<file path="config.mk">
export PLATFORM = sky130hd
export DESIGN_NAME = acc_seq_top
export DESIGN_NICKNAME = d
export VERILOG_FILES = /design/src/rtl/acc_seq_pkg.sv /design/src/rtl/acc_seq_ctrl.sv /design/src/rtl/acc_seq_alu.sv /design/src/rtl/acc_seq_dpath.sv /design/src/rtl/acc_seq_top.sv
export SDC_FILE = /design/constraint.sdc
export NUM_CORES = 1
export LEC_CHECK = 0
export BUFFER_PORTS_ARGS = -buffer_cell sky130_fd_sc_hd__buf_2
export CORE_UTILIZATION = 30
export DETAILED_ROUTE_END_ITERATION = 8
export SYNTH_ARGS = -nofsm -noshare
export SYNTH_HDL_FRONTEND = slang
export SYNTH_SLANG_ARGS = --single-unit
</file>
<file path="constraint.sdc">
create_clock -name clk -period 3.8 [get_ports clk]
set_clock_uncertainty 0.2 [all_clocks]
set_input_delay 0.57 -clock clk [delete_from_list [all_inputs] [get_ports clk]]
set_output_delay 0.57 -clock clk [all_outputs]
set_load 0.03 [all_outputs]
</file>
<file path="src/rtl/acc_seq_pkg.sv">
package acc_seq_pkg;

    localparam int OP_W   = 2;
    localparam int STEP_W = 3;

    typedef enum logic [OP_W-1:0] {
        OP_LDA = 2'b00,
        OP_ADD = 2'b01,
        OP_JMP = 2'b10,
        OP_NOP = 2'b11
    } opcode_e;

    localparam logic [STEP_W-1:0] ST_F_PC  = 3'd0;
    localparam logic [STEP_W-1:0] ST_F_MEM = 3'd1;
    localparam logic [STEP_W-1:0] ST_F_IR  = 3'd2;
    localparam logic [STEP_W-1:0] ST_E1    = 3'd3;
    localparam logic [STEP_W-1:0] ST_E2    = 3'd4;
    localparam logic [STEP_W-1:0] ST_E3    = 3'd5;
    localparam logic [STEP_W-1:0] ST_E4    = 3'd6;

    // bus drivers, bit0 = program counter
    typedef struct packed {
        logic mem;
        logic ir;
        logic pc;
    } rd_strb_t;

    // bus receivers, bit0 = instruction register
    typedef struct packed {
        logic pc;
        logic b;
        logic acc;
        logic ir;
    } wr_strb_t;

    typedef struct packed {
        rd_strb_t rd;
        wr_strb_t wr;
        logic     alu_add;
        logic     pc_inc;
    } ctrl_t;

    function automatic logic [STEP_W-1:0] final_step(opcode_e op);
        case (op)
            OP_LDA:  return ST_E3;
            OP_ADD:  return ST_E4;
            OP_JMP:  return ST_E2;
            default: return ST_E1;
        endcase
    endfunction

    function automatic ctrl_t step_controls(opcode_e op, logic [STEP_W-1:0] st);
        ctrl_t c;
        c = '0;
        case (st)
            ST_F_PC:  c.rd.pc  = 1'b1;
            ST_F_MEM: c.rd.mem = 1'b1;
            ST_F_IR:  c.wr.ir  = 1'b1;
            ST_E1: begin
                if (op == OP_NOP) c.pc_inc = 1'b1;
                else              c.rd.ir  = 1'b1;
            end
            ST_E2: begin
                if (op == OP_JMP)                       c.wr.pc  = 1'b1;
                else if (op == OP_LDA || op == OP_ADD)  c.rd.mem = 1'b1;
            end
            ST_E3: begin
                if (op == OP_LDA) begin
                    c.wr.acc = 1'b1;
                    c.pc_inc = 1'b1;
                end else if (op == OP_ADD) begin
                    c.wr.b = 1'b1;
                end
            end
            ST_E4: begin
                if (op == OP_ADD) begin
                    c.alu_add = 1'b1;
                    c.wr.acc  = 1'b1;
                    c.pc_inc  = 1'b1;
                end
            end
            default: c = '0;
        endcase
        return c;
    endfunction

endpackage

</file>
<file path="src/rtl/acc_seq_ctrl.sv">
module acc_seq_ctrl
    import acc_seq_pkg::*;
(
    input  logic              clk,
    input  logic              rst,
    input  opcode_e           op,
    output logic [STEP_W-1:0] step,
    output ctrl_t             ctrl
);

    logic [STEP_W-1:0] step_q;
    logic              at_end;

    assign at_end = (step_q == final_step(op));

    always_ff @(posedge clk) begin
        if (rst)         step_q <= '0;
        else if (at_end) step_q <= ST_F_PC;
        else             step_q <= step_q + 1'b1;
    end

    always_comb ctrl = step_controls(op, step_q);

    assign step = step_q;

endmodule

</file>
<file path="src/rtl/acc_seq_alu.sv">
module acc_seq_alu #(
    parameter int DATA_W = 8
) (
    input  logic [DATA_W-1:0] a,
    input  logic [DATA_W-1:0] b,
    output logic [DATA_W-1:0] sum,
    output logic              cout
);

    logic [DATA_W:0] c;

    assign c[0] = 1'b0;

    for (genvar i = 0; i < DATA_W; i++) begin : g_bit
        assign sum[i]  = a[i] ^ b[i] ^ c[i];
        assign c[i+1]  = (a[i] & b[i]) | (c[i] & (a[i] ^ b[i]));
    end

    assign cout = c[DATA_W];

endmodule

</file>
<file path="src/rtl/acc_seq_dpath.sv">
module acc_seq_dpath
    import acc_seq_pkg::*;
#(
    parameter int DATA_W = 8,
    parameter int ADDR_W = 6
) (
    input  logic              clk,
    input  logic              rst,
    input  ctrl_t             ctrl,
    input  logic [DATA_W-1:0] mem_data,
    output logic [DATA_W-1:0] bus_q,
    output logic [DATA_W-1:0] ir_q,
    output logic [DATA_W-1:0] acc_q,
    output logic [ADDR_W-1:0] pc_q,
    output logic              carry_q
);

    localparam int PAD_W = DATA_W - ADDR_W;

    logic [DATA_W-1:0] b_q;
    logic [DATA_W-1:0] sum;
    logic              cout;
    logic [DATA_W-1:0] bus_d;

    acc_seq_alu #(.DATA_W(DATA_W)) u_alu (
        .a    (acc_q),
        .b    (b_q),
        .sum  (sum),
        .cout (cout)
    );

    always_comb begin
        bus_d = bus_q;
        if (ctrl.rd.pc)       bus_d = {{PAD_W{1'b0}}, pc_q};
        else if (ctrl.rd.ir)  bus_d = {{PAD_W{1'b0}}, ir_q[ADDR_W-1:0]};
        else if (ctrl.rd.mem) bus_d = mem_data;
    end

    always_ff @(posedge clk) begin
        if (rst) begin
            bus_q   <= '0;
            ir_q    <= '0;
            acc_q   <= '0;
            b_q     <= '0;
            pc_q    <= '0;
            carry_q <= 1'b0;
        end else begin
            bus_q <= bus_d;
            if (ctrl.wr.ir) ir_q <= bus_q;
            if (ctrl.wr.b)  b_q  <= bus_q;
            if (ctrl.alu_add) begin
                acc_q   <= sum;
                carry_q <= cout;
            end else if (ctrl.wr.acc) begin
                acc_q <= bus_q;
            end
            if (ctrl.wr.pc)       pc_q <= bus_q[ADDR_W-1:0];
            else if (ctrl.pc_inc) pc_q <= pc_q + 1'b1;
        end
    end

endmodule

</file>
<file path="src/rtl/acc_seq_top.sv">
module acc_seq_top
    import acc_seq_pkg::*;
#(
    parameter int DATA_W = 8,
    parameter int ADDR_W = 6
) (
    input  logic              clk,
    input  logic              rst,
    input  logic [DATA_W-1:0] mem_data_i,
    output logic [ADDR_W-1:0] mem_addr_o,
    output logic [DATA_W-1:0] bus_o,
    output logic [2:0]        rd_strb_o,
    output logic [3:0]        wr_strb_o,
    output logic              alu_add_o,
    output logic              pc_inc_o,
    output logic [ADDR_W-1:0] pc_o,
    output logic [DATA_W-1:0] acc_o,
    output logic              carry_o,
    output logic [2:0]        step_o
);

    ctrl_t             ctrl;
    opcode_e           op;
    logic [DATA_W-1:0] bus_q;
    logic [DATA_W-1:0] ir_q;
    logic [STEP_W-1:0] step;

    assign op = opcode_e'(ir_q[DATA_W-1 -: OP_W]);

    acc_seq_ctrl u_ctrl (
        .clk  (clk),
        .rst  (rst),
        .op   (op),
        .step (step),
        .ctrl (ctrl)
    );

    acc_seq_dpath #(.DATA_W(DATA_W), .ADDR_W(ADDR_W)) u_dpath (
        .clk      (clk),
        .rst      (rst),
        .ctrl     (ctrl),
        .mem_data (mem_data_i),
        .bus_q    (bus_q),
        .ir_q     (ir_q),
        .acc_q    (acc_o),
        .pc_q     (pc_o),
        .carry_q  (carry_o)
    );

    assign mem_addr_o = bus_q[ADDR_W-1:0];
    assign bus_o      = bus_q;
    assign rd_strb_o  = ctrl.rd;
    assign wr_strb_o  = ctrl.wr;
    assign alu_add_o  = ctrl.alu_add;
    assign pc_inc_o   = ctrl.pc_inc;
    assign step_o     = step;

endmodule

</file>
### Word level (Yosys, flattened, before mapping)

Index checks and enable logic that the tools add are counted.

* $add $sub $neg: 2
* equal/unequal tests: 10
* multiplexer cells: 26
* bitwise logic cells: 37
* reduce and logical (&&, ||, !) cells: 8

Operators with widths (count)
* two-way mux 6 bit: 5
* two-way mux 8 bit: 2
* bitwise AND 1 bit: 15
* XOR 1 bit: 15
* two-way mux 1 bit: 14
* equality test 3 bit, second input constant: 3
* case mux 3 bit (3 select lines): 1
* OR 1 bit: 7
* adder 6 x 1 -> 6 bit, second input constant: 1
* equality test 3 x 2 -> 1 bit, second input constant: 2
* equality test 2 bit, second input constant: 2
* case mux 1 bit (2 select lines): 2
* nonzero test 2 bit: 2
* adder 3 x 1 -> 3 bit, second input constant: 1
* equality test 3 x 1 -> 1 bit, second input constant: 1
* equality test 3 bit: 1
* logical NOT 3 bit: 1
* case mux 1 bit (3 select lines): 1
* nonzero test 3 bit: 1
* OR reduction 3 bit: 1
* equality test 2 x 1 -> 1 bit, second input constant: 1
* logical NOT 2 bit: 1
* two-way mux 2 bit: 1
* OR reduction 2 bit: 1
* logical OR 1 bit: 1

* register bits after elaboration: 42
* input port bits: 10
* output and inout port bits: 41

### Depth between registers and ports, before layout

* depth after elaboration: 15
* mapped depth: 12
* mapped depth without buffers: 12

### Hierarchy

Synthesis repeated with hierarchy kept, for this count alone.

* cells, all modules: 227
* area, all modules: 2289.7 µm²

By module, submodules not included
* acc_seq_dpath: instances 1, cells an instance 165, area an instance 1699.1 µm²
* acc_seq_ctrl: instances 1, cells an instance 38, area an instance 355.3 µm²
* acc_seq_alu: instances 1, cells an instance 18, area an instance 190.2 µm²
* acc_seq_top: instances 1, cells an instance 6, area an instance 45.0 µm²

### Least setup slack after synthesis

Ideal clock, no wire load.

* kind: reg-to-reg
* from: reg u_dpath.acc_q[0]
* to: reg u_dpath.acc_q[7]
* library setup time: 86 ps
* arrival time: 3371 ps
* setup slack: 143 ps
* cell stages (with the launch flop): 13
* buffers on the path: 0
* cells stage by stage: dfxtp_1 ha_1 fa_1 fa_1 fa_1 inv_1 fa_1 inv_1 fa_1 fa_1 inv_1 fa_1 a211oi_1

* longest elaborated chain between the ends: 15

RTL lines
* start: declaration: RTL line acc_seq_dpath.sv:13 `output logic [DATA_W-1:0] acc_q,`
* start signal: assignment: RTL line acc_seq_dpath.sv:52 `acc_q <= sum;`
* start signal: assignment: RTL line acc_seq_dpath.sv:55 `acc_q <= bus_q;`
* bitwise AND 1 bit (2 in a row): RTL line acc_seq_alu.sv:16 `assign c[i+1] = (a[i] & b[i]) | (c[i] & (a[i] ^ b[i]));`
* OR 1 bit: RTL line acc_seq_alu.sv:16
* bitwise AND 1 bit: RTL line acc_seq_alu.sv:16
* OR 1 bit: RTL line acc_seq_alu.sv:16
* bitwise AND 1 bit: RTL line acc_seq_alu.sv:16
* OR 1 bit: RTL line acc_seq_alu.sv:16
* bitwise AND 1 bit: RTL line acc_seq_alu.sv:16
* OR 1 bit: RTL line acc_seq_alu.sv:16
* bitwise AND 1 bit: RTL line acc_seq_alu.sv:16
* OR 1 bit: RTL line acc_seq_alu.sv:16
* bitwise AND 1 bit: RTL line acc_seq_alu.sv:16
* OR 1 bit: RTL line acc_seq_alu.sv:16
* XOR 1 bit: RTL line acc_seq_alu.sv:15 `assign sum[i] = a[i] ^ b[i] ^ c[i];`
* two-way mux 8 bit: RTL line acc_seq_dpath.sv:51 `if (ctrl.alu_add) begin`

No other way between the ends.
A chain may end at the register's enable or synchronous reset.

### Worst setup path after layout

Same ends and word-level chain as after synthesis.

==> flow_summary.toml <==
[status]
status = "complete, no violations"

[floorplanning]
die_x_um = 88.5
initial_core_util = 0.309
die-area_um2 = 7830
io-pin-count = 51
num_rows = 31
die_y_um = 88.5
core_um2 = 7250

[min_path]
min_delay_path_depth = 2
worstHoldPathType = "register to register"
hold_start = "u_dpath.b_q[4]$_SDFFE_PP0P_"
hold_path_end = "u_dpath.b_q[4]$_SDFFE_PP0P_"

[synth]
synth_cell_type_count = 41
synth-compound-area-share = 0.165
synth_fa_ha_area_frac = 0.129
synth_nets = 281
avgSynthCellArea_um2 = 8.90
yosys_register_bits = 42
synth_xor_area_frac = 0.0117
yosys_warnings = 0
synth-simple-area-share = 0.170
async_flop_share = 0
synth_area_um2 = 2240
seq_area_frac_synth = 0.375
synth-edff-count = 0
ys_dominant_reg_cell = "dfxtp_1"
synth.area.mux_share = 0.0770
synth_top_family_by_area = "simple AND/OR/NAND/NOR gates"
synthCells = 252

[placement]
hpwl_um = 3800
gp_congestion = 0.712
portBuffers = 50
place_area_um2 = 2540

[sta]
finalHoldViolCount = 0
period_minus_slack_ps = 3570
whs_ps = 255
relSlewSlack = 0.516
worst_pin_slew_ps = 726
setup_viol = 0
layout_worst_path_cycle_share = 0.938
fmax_mhz = 280
final_max_slew_viol_count = 0
rsz0062_at_grt = "false"
finalSetupTns_ps = 0

[cts]
cts_setup_buffers = 0
cts.clk_slew.worst_paths_ps = 80
cts.htree.levels = 2
clock_path_buffers = 2
clock-root-buffer = "clkbuf_8"
insertion_delay_ps = 290
cts-buffers-inserted = 5
cts_sinks = 42
cts_tree = "built"

[pwr]
p_seq_frac = 0.465
power_leakage_uw = 0.00125
p_sw_uw = 336
peakVddDrop_mv = 0.172
power_frac_clock = 0.330
p_int_uw = 724
p_comb_frac = 0.205
p_per_area_nw_per_um2 = 400
p_sw_frac = 0.317

[route]
drt_iter0_markers = 79
via_count = 1843
ant_nets = 0
first_pass_iters = 6
wire_per_inst_um = 12.9
finalWirelength_um = 5090
vias_per_cell = 4.68
drc = 0

[setup_path]
worst_setup_path_end_kind = "register"
rr_startpoint = "u_dpath.acc_q[0]$_SDFFE_PP0P_"
worst_r2r_path_depth = 12
worst_ep_arrival_time_ps = 3570
setup.worst_path.class = "register to register"
crit_path_max_fanout = 3
r2r-end = "u_dpath.acc_q[7]$_SDFFE_PP0P_"
critPathLaunchType = "register"
crit_path_start = "u_dpath.acc_q[0]$_SDFFE_PP0P_"
required_ps = 3800
r2r_slack_ps = 230

[global_route]
grt_remaining_overflow = 0
grt_pass1_vias = 1721
grt_pass1_wl_um = 8410
antenna_found_initial = 0
grt_use_total = 0.140
grt_max_degree = 39

[run]
drv_cap = 0

[layout]
finalNetCount = 323
area.growth.synth_to_final_pct = 18.2
finalInstanceArea_um2 = 2650
n_antenna_cell = 0
drive_gt1_frac = 0.231
-- per-layer routing --
metal	global-route usage	vias up	wire, µm
li1	-	938	-
met1	0.179	862	2370
met2	0.241	39	2430
met3	0.0326	4	265
met4	0.0308	0	31
met5	0	-	0
-- final cells by class --
class,instances,area (µm²)
fillers,796,4600
multi-input cells,173,1240
flip-flops and latches,42,841
repair buffers,50,250
well taps,99,124
inverters,22,82.6
clock buffers,6,72.6
clock inverters,2,37.5
-- worst max-delay path, cell delays in order, from the launching register on --
cell	delay, ps
dfxtp_1	330
ha_1	210
fa_2	340
fa_2	340
fa_1	360
inv_1	70
fa_1	150
inv_1	50
fa_1	380
fa_1	370
inv_1	70
fa_1	400
a211oi_1	190
-- power groups by stage --
stage | sequential (µW) | clock [µW] | combinational (µW)
floorplan | 523 | 0 | 149
global placement | 505 | 0 | 218
detailed placement | 505 | 0 | 219
global route | 499 | 383 | 239
finish | 493 | 350 | 218
CTS | 494 | 361 | 220
-- timing repair --
item | CTS | global route
hold endpoints to repair | 0 | 0
resized for setup | 0 | 2
hold buffers | 0 | 0
setup endpoints to repair | 0 | 1
-- metrics by stage --
stage / total power (µW) / utilization / instances / setup WS, ps
finish: 1060 / 0.366 / 394 / 234
global route: 1120 / 0.366 / 394 / 25.1
CTS: 1070 / 0.365 / 394 / 118
detailed placement: 724 / 0.350 / 386 / 116
global placement: 723 / 0.350 / 386 / 202
floorplan: 672 / - / 252 / 143
-- kinds of logic (layout without fill, tap and decap cells) --
kind of cell | after synthesis | after routing
AOI/OAI and AO/OA | 52 | 52
buffers and inverters | 37 | 80
muxes | 17 | 17
xor gates and xnor gates | 3 | 3
and+or+nand+nor | 82 | 82
adders and majority gates | 19 | 19
DFF | 42 | 42
-- Yosys cell counts (all sizes together), types with 2 or more instances --
library cell / number / area (µm²)
dfxtp: 42 / 841
nand2: 35 / 131
nor2: 24 / 90.1
a21oi: 22 / 110
inv: 20 / 75.1
mux2i: 15 / 150
ha: 12 / 150
a211oi: 11 / 82.6
buf: 9 / 58.8
fa: 7 / 140
a22o: 6 / 52.6
clkbuf: 6 / 22.5
nand3: 5 / 30.0
a311oi: 3 / 26.3
nand4: 3 / 18.8
o21ai: 3 / 15.0
or3: 3 / 18.8
clkinv: 2 / 7.51
mux2: 2 / 22.5
nand2b: 2 / 12.5
nand3b: 2 / 15.0
nor3: 2 / 10.0
xor2: 2 / 17.5
-- sequential cells by signal, summed over array words and instances, names as in the netlist --
| name | count |
|---|---|
| u_ctrl.step | 3 |
| u_dpath.acc_q | 8 |
| u_dpath.b_q | 8 |
| u_dpath.carry_q | 1 |
| u_dpath.ir_q | 8 |
| u_dpath.pc_q | 6 |
| u_dpath.bus_q | 8 |
-- how the worst max path moves through the flow --
| stage | slack (ps) | cells after the start | to |
|---|---|---|---|
| after CTS | 120 | 12 | u_dpath.acc_q[7]$_SDFFE_PP0P_ |
| after detailed placement | 120 | 12 | u_dpath.acc_q[7]$_SDFFE_PP0P_ |
| final | 230 | 12 | u_dpath.acc_q[7]$_SDFFE_PP0P_ |
| after global placement | 200 | 12 | u_dpath.acc_q[7]$_SDFFE_PP0P_ |
| after floorplan | 140 | 12 | u_dpath.acc_q[7]$_SDFFE_PP0P_ |
| after global routing | 30 | 12 | u_dpath.acc_q[7]$_SDFFE_PP0P_ |
-- cell usage in the layout (no fill, tap or decap), types with 2 or more instances in the layout --
cell type  instances
nand2b_1           2
ha_1              12
fa_2               2
or3_1              3
clkinv_1           2
xor2_1             2
dfxtp_1           42
a311oi_1           3
clkbuf_8           5
nor3_1             2
a21oi_1           22
nand3_1            4
nand3b_1           2
nand4_1            3
fa_1               5
nor2_1            24
a211oi_1          11
inv_1             19
o21ai_0            3
buf_2             50
mux2i_1           15
mux2_2             2
a22o_1             6
nand2_1           35
No activity file was read; power rests on OpenSTA's default activity.
